File: config.mk
export PLATFORM = sky130hd
export DESIGN_NAME = wq_write_channel
export DESIGN_NICKNAME = d
export VERILOG_FILES = /design/src/rtl/wq_pkg.sv /design/src/rtl/wq_fifo.sv /design/src/rtl/wq_rr_pick.sv /design/src/rtl/wq_issue.sv /design/src/rtl/wq_write_channel.sv
export SDC_FILE = /design/constraint.sdc
export NUM_CORES = 1
export LEC_CHECK = 0
export CAP_MARGIN = 0
export CORE_UTILIZATION = 35
export DETAILED_ROUTE_END_ITERATION = 12
export GPL_ROUTABILITY_DRIVEN = 0
export PLACE_DENSITY_LB_ADDON = 0.3
export SYNTH_ARGS = -nofsm -noshare
export SYNTH_HDL_FRONTEND = slang
export SYNTH_SLANG_ARGS = --single-unit
File: constraint.sdc
create_clock -name clk -period 7.6 [get_ports clk]
set_clock_uncertainty 0.1 [all_clocks]
set_input_delay 1.14 -clock clk [delete_from_list [all_inputs] [get_ports clk]]
set_output_delay 1.14 -clock clk [all_outputs]
set_load 0.01 [all_outputs]
File: src/rtl/wq_pkg.sv
package wq_pkg;

    localparam int WQ_ADDR_W = 32;
    localparam int WQ_DATA_W = 32;

    typedef logic [WQ_ADDR_W-1:0] wq_addr_t;
    typedef logic [WQ_DATA_W-1:0] wq_data_t;

    // one buffered write
    typedef struct packed {
        wq_addr_t addr;
        wq_data_t data;
    } wq_req_t;

    // queue number taken from the address slice above the word offset
    function automatic int unsigned queue_of(input wq_addr_t a, input int unsigned shift,
                                             input int unsigned nq);
        return (int'(a >> shift)) % nq;
    endfunction

endpackage

File: src/rtl/wq_fifo.sv
module wq_fifo
    import wq_pkg::*;
#(
    parameter int DEPTH = 4
) (
    input  logic    clk,
    input  logic    rst,
    input  logic    push,
    input  logic    pop,
    input  wq_req_t wdata,
    output wq_req_t rdata,
    output logic    full,
    output logic    empty
);
    localparam int PW = (DEPTH > 1) ? $clog2(DEPTH) : 1;
    localparam int CW = $clog2(DEPTH + 1);

    wq_req_t        mem [DEPTH];
    logic [PW-1:0]  wr_ptr, rd_ptr;
    logic [CW-1:0]  count, count_nxt;
    logic           do_push, do_pop;

    assign do_push = push && !full;
    assign do_pop  = pop && !empty;
    assign rdata   = mem[rd_ptr];

    always_comb begin
        count_nxt = count;
        if (do_push && !do_pop) count_nxt = count + 1'b1;
        else if (do_pop && !do_push) count_nxt = count - 1'b1;
    end

    function automatic logic [PW-1:0] bump(input logic [PW-1:0] p);
        return (p == PW'(DEPTH - 1)) ? '0 : p + 1'b1;
    endfunction

    always_ff @(posedge clk) begin
        if (rst) begin
            wr_ptr <= '0;
            rd_ptr <= '0;
            count  <= '0;
            full   <= 1'b0;
            empty  <= 1'b1;
        end else begin
            if (do_push) wr_ptr <= bump(wr_ptr);
            if (do_pop)  rd_ptr <= bump(rd_ptr);
            count <= count_nxt;
            full  <= (count_nxt == CW'(DEPTH));
            empty <= (count_nxt == '0);
        end
    end

    always_ff @(posedge clk) begin
        if (do_push) mem[wr_ptr] <= wdata;
    end

endmodule

File: src/rtl/wq_rr_pick.sv
module wq_rr_pick #(
    parameter int NQ = 4
) (
    input  logic [NQ-1:0]         req,
    input  logic [$clog2(NQ)-1:0] base,
    output logic [$clog2(NQ)-1:0] grant,
    output logic                  any
);
    localparam int QW = $clog2(NQ);

    // walk from the highest offset down so the nearest candidate wins last
    always_comb begin
        logic [QW-1:0] idx;
        grant = '0;
        any   = 1'b0;
        for (int i = NQ - 1; i >= 0; i--) begin
            idx = base + QW'(i);
            if (req[idx]) begin
                grant = idx;
                any   = 1'b1;
            end
        end
    end

endmodule

File: src/rtl/wq_issue.sv
module wq_issue
    import wq_pkg::*;
#(
    parameter int NQ = 4
) (
    input  logic                  clk,
    input  logic                  rst,
    input  logic                  any,
    input  logic [$clog2(NQ)-1:0] grant,
    input  wq_req_t               head,
    input  logic                  ack,
    output logic                  pop,
    output logic [$clog2(NQ)-1:0] rr_ptr,
    output logic                  busy,
    output wq_req_t               held
);
    localparam int QW = $clog2(NQ);

    logic [QW-1:0] served;

    assign pop = !busy && any;

    always_ff @(posedge clk) begin
        if (rst) begin
            busy   <= 1'b0;
            held   <= '0;
            served <= '0;
            rr_ptr <= '0;
        end else if (busy) begin
            if (ack) begin
                busy   <= 1'b0;
                rr_ptr <= served + 1'b1;
            end
        end else if (any) begin
            busy   <= 1'b1;
            held   <= head;
            served <= grant;
        end
    end

endmodule

File: src/rtl/wq_write_channel.sv
module wq_write_channel
    import wq_pkg::*;
#(
    parameter int NQ     = 4,
    parameter int DEPTH  = 4,
    parameter int OFFSET = 2
) (
    input  logic                 clk,
    input  logic                 rst,
    input  logic                 in_valid,
    input  logic [WQ_ADDR_W-1:0] in_addr,
    input  logic [WQ_DATA_W-1:0] in_data,
    output logic                 in_ready,
    output logic                 out_req,
    output logic [WQ_ADDR_W-1:0] out_addr,
    output logic [WQ_DATA_W-1:0] out_data,
    input  logic                 out_ack
);
    localparam int QW = $clog2(NQ);

    wq_req_t       in_req;
    wq_req_t       heads [NQ];
    wq_req_t       held;
    logic [QW-1:0] in_q, grant, rr_ptr;
    logic [NQ-1:0] q_push, q_pop, q_full, q_empty;
    logic          any, pop, busy;

    assign in_req.addr = in_addr;
    assign in_req.data = in_data;
    assign in_q        = QW'(queue_of(in_addr, OFFSET, NQ));
    assign in_ready    = !q_full[in_q];

    for (genvar g = 0; g < NQ; g++) begin : g_q
        assign q_push[g] = in_valid && in_ready && (in_q == QW'(g));
        assign q_pop[g]  = pop && (grant == QW'(g));

        wq_fifo #(.DEPTH(DEPTH)) u_fifo (
            .clk   (clk),
            .rst   (rst),
            .push  (q_push[g]),
            .pop   (q_pop[g]),
            .wdata (in_req),
            .rdata (heads[g]),
            .full  (q_full[g]),
            .empty (q_empty[g])
        );
    end

    wq_rr_pick #(.NQ(NQ)) u_pick (
        .req   (~q_empty),
        .base  (rr_ptr),
        .grant (grant),
        .any   (any)
    );

    wq_issue #(.NQ(NQ)) u_issue (
        .clk    (clk),
        .rst    (rst),
        .any    (any),
        .grant  (grant),
        .head   (heads[grant]),
        .ack    (out_ack),
        .pop    (pop),
        .rr_ptr (rr_ptr),
        .busy   (busy),
        .held   (held)
    );

    assign out_req  = busy;
    assign out_addr = held.addr;
    assign out_data = held.data;

endmodule

==> results.sh <==
export IMPL_top_layer_used="met5"
export IMPL_cts_setup_buffers=0
export IMPL_relSlewSlack=0.128
export IMPL_end_kind="output port"
export IMPL_std_cell_rows=128
export IMPL_fin_cells=4188
export IMPL_ys_types=50
export IMPL_synthArstFlopShare=0
export IMPL_setup_violations_final=0
export IMPL_post_dp_hpwl_um=60300
export IMPL_p_leak_nw=15.6
export IMPL_finalCritPeriodShare=0.573
export IMPL_hold_ws_ps=353
export IMPL_cts_root_buf="clkbuf_16"
export IMPL_routed_wl_um=109000
export IMPL_drv_cap=0
export IMPL_cpLargestDelayFamily="buffers and inverters"
export IMPL_seqCellArea_um2=33000
export IMPL_wl_met3_um=7390
export IMPL_syn_inst=2339
export IMPL_cts_tree="done"
export IMPL_wl_per_cell_um=26.0
export IMPL_yosysTopAreaCellShare=0.708
export IMPL_crit_chain="clkdlybuf4s50_1, buf_4, mux4_2, inv_1, clkdlybuf4s50_1"
export IMPL_ys_seq_area_frac=0.760
export IMPL_remaining_drc_errors=0
export IMPL_worstSkewPairLatency_ps=680
export IMPL_worstPathArrival_ps=3110
export IMPL_avgSynthCellArea_um2=18.6
export IMPL_ys_ff_latch=1137
export IMPL_worst_path_max_delay_cell="mux4_2"
export IMPL_hp_class="register to register"
export IMPL_route_met2_wl_um=52100
export IMPL_cpMostUsedCell="clkdlybuf4s50_1"
export IMPL_synthTopCellsByArea="edfxtp_1 71%, mux4_2 13%, dfxtp_1 5.2%, nand2_1 3.0%, nand3_1 2.2%"
export IMPL_worstMarginPinSlew_ps=1310
export IMPL_core_area_um2=122000
export IMPL_syn_area_um2=43400
export IMPL_power_mw=16.1
export IMPL_final_cell_mix="1024 x edfxtp_1, 344 x nand2_1, 257 x mux4_2, 193 x nand3_1, 132 x clkdlybuf4s50_1"
export IMPL_track_usage=0.173
export IMPL_place_inst=3979
export IMPL_clk_pin_slew_ps=60
export IMPL_critPathRequiredTime_ps=6360
export IMPL_initial_core_util=0.355
export IMPL_syn_nets=2435
export IMPL_vias=21934
export IMPL_cts_buffers=111
export IMPL_fp_dieH_um=354
export IMPL_start_kind="input pin"
export IMPL_grt_pass1_vias=22793
export IMPL_drive_gt1_frac=0.188
export IMPL_synthXorXnorAreaFrac=0.00302
export IMPL_synth_compound_area_frac=0.0162
export IMPL_dieArea_um2=126000
export IMPL_vdd_drop_max_mv=0.217
export IMPL_viasPerCell=5.24
export IMPL_met1Wirelength_um=47800
export IMPL_antenna_found_initial=8
export IMPL_status="finished clean"
export IMPL_io_pins=134
export IMPL_synth_edf_count=1024
export IMPL_synthAdderAreaFrac=0.00853
export IMPL_fmaxAchievable_mhz=230
export IMPL_multiInputGateArea_um2=9890
export IMPL_ctsResizeCount=0
export IMPL_htreeDepth=3
export IMPL_cts_sinks=1137
export IMPL_nets=2563
export IMPL_fill_cells=10888
export IMPL_area_growth_pct=15.5
export IMPL_port_buffers=133
export IMPL_pwr_density_cell_nw_per_um2=322
export IMPL_ys_flop_type="edfxtp_1"
export IMPL_drt_iter0_markers=2000
export IMPL_die_w_um=354
export IMPL_dr_pass1_iters=7
export IMPL_finalMaxSlewViolations=0
export IMPL_yosys_area_share_simple=0.0624
export IMPL_postRouteAntennaNets=0
export IMPL_synthMuxAreaShare=0.136
export IMPL_cts_path_max_buffers=3
export IMPL_grt_max_degree=86
export IMPL_critical_path_class="input pin to output port"
export IMPL_grt_pass1_wl_um=159000
export IMPL_slowest_delay_ps=600
export IMPL_cp_num_buf_inv=4
export IMPL_ys_warnings_count=0
export IMPL_hold_violations=0
export IMPL_rsz0062_at_grt="no"
export IMPL_synth_top_family_by_area="multiplexers"
export IMPL_final_common_cell="edfxtp_1"
export IMPL_grt_overflow=0
export IMPL_yosys_area_top_type="edfxtp_1"
export IMPL_cts_hold_buf=0
export IMPL_finalSetupTns_ps=0
export IMPL_cp_max_fo=25
export IMPL_min_period_ps=4350
==> cell families after synthesis <==
group / Yosys count
xor gates and xnor gates: 15
buffers and inverters: 155
and+or+nand+nor: 616
adders and majority gates: 30
AOI/OAI and AO/OA: 119
muxes: 267
DFF: 1137
==> cell usage after synthesis, types with 2 or more instances <==
cell type,instances
maj3_1,2
ha_1,28
mux4_2,257
a221oi_1,2
a21o_1,6
dfxtp_1,113
nand2_1,345
a311oi_1,4
nor3b_1,4
buf_4,3
xnor2_1,13
a211oi_1,3
a21oi_1,85
buf_2,14
nor3_1,8
or2_2,2
o21ai_0,8
nor2_1,28
nand3_1,193
or3_1,3
o311a_1,2
nand4_1,3
clkbuf_1,91
edfxtp_1,1024
and2_1,16
nand2b_1,3
xor2_1,2
or4_1,2
inv_1,20
mux2i_1,10
buf_1,26
==> metrics by stage <==
step	worst slack [ps]	util	cell area (um2)
after global placement	3200	0.380	46500
after CTS	3210	0.410	50100
after global routing	3170	0.410	50100
after floorplan	3540	-	43400
after detailed placement	3080	0.380	46500
final	3250	0.410	50200
==> final cells by class <==
class                           count  area share
Antenna cell                        2   0.0000998
Clock buffer                      148      0.0616
Clock inverter                     59      0.0112
Inverter                           20     0.00150
Multi-Input combinational cell   1047       0.197
Sequential cell                  1137       0.659
Tap cell                         1625      0.0405
Timing Repair Buffer              150      0.0290
==> state kept, by name (all words and copies together), names as in the netlist, named ones only <==
name and cells:
g_q.u_fifo.count 12, g_q.u_fifo.wr_ptr 8, g_q.u_fifo.mem 1024, g_q.u_fifo.rd_ptr 8, u_issue.held 64, g_q.u_fifo.full 4
g_q.u_fifo.empty 4, u_issue.served 2, u_issue.busy 1, u_issue.rr_ptr 2
==> path summary, 6_finish.rpt <==
kind	slack, ps	start	to	cells after the start
max	3250	in_addr[2]	in_ready	5
min	350	u_issue.held[23]$_SDFFE_PP0N_	u_issue.held[23]$_SDFFE_PP0N_	2
max reg2reg	3800	g_q[1].u_fifo.empty$_SDFF_PP1_	u_issue.held[56]$_SDFFE_PP0N_	8
min reg2reg	350	u_issue.held[23]$_SDFFE_PP0N_	u_issue.held[23]$_SDFFE_PP0N_	2
==> layer usage <==
metal  global-route usage  vias up
met3               0.0370      125
met5                    0        -
met2                0.280      644
met4               0.0335       14
li1                     -     9483
met1                0.242    11668
==> worst register-to-register path, cell delays in order (launching register included) <==
cell and delay, ps:
dfxtp_1 500, inv_1 120, o221ai_2 290, and2_4 640, buf_4 1010, nand2_1 500
nand3_1 260, nand3_1 130, a21oi_1 180
==> report_power, final <==
| group | switching (mW) | internal [mW] |
|---|---|---|
| logic | 2.16 | 1.17 |
| clock network | 2.30 | 3.19 |
| registers | 0.258 | 7.05 |
No activity file was read; power rests on OpenSTA's default activity.
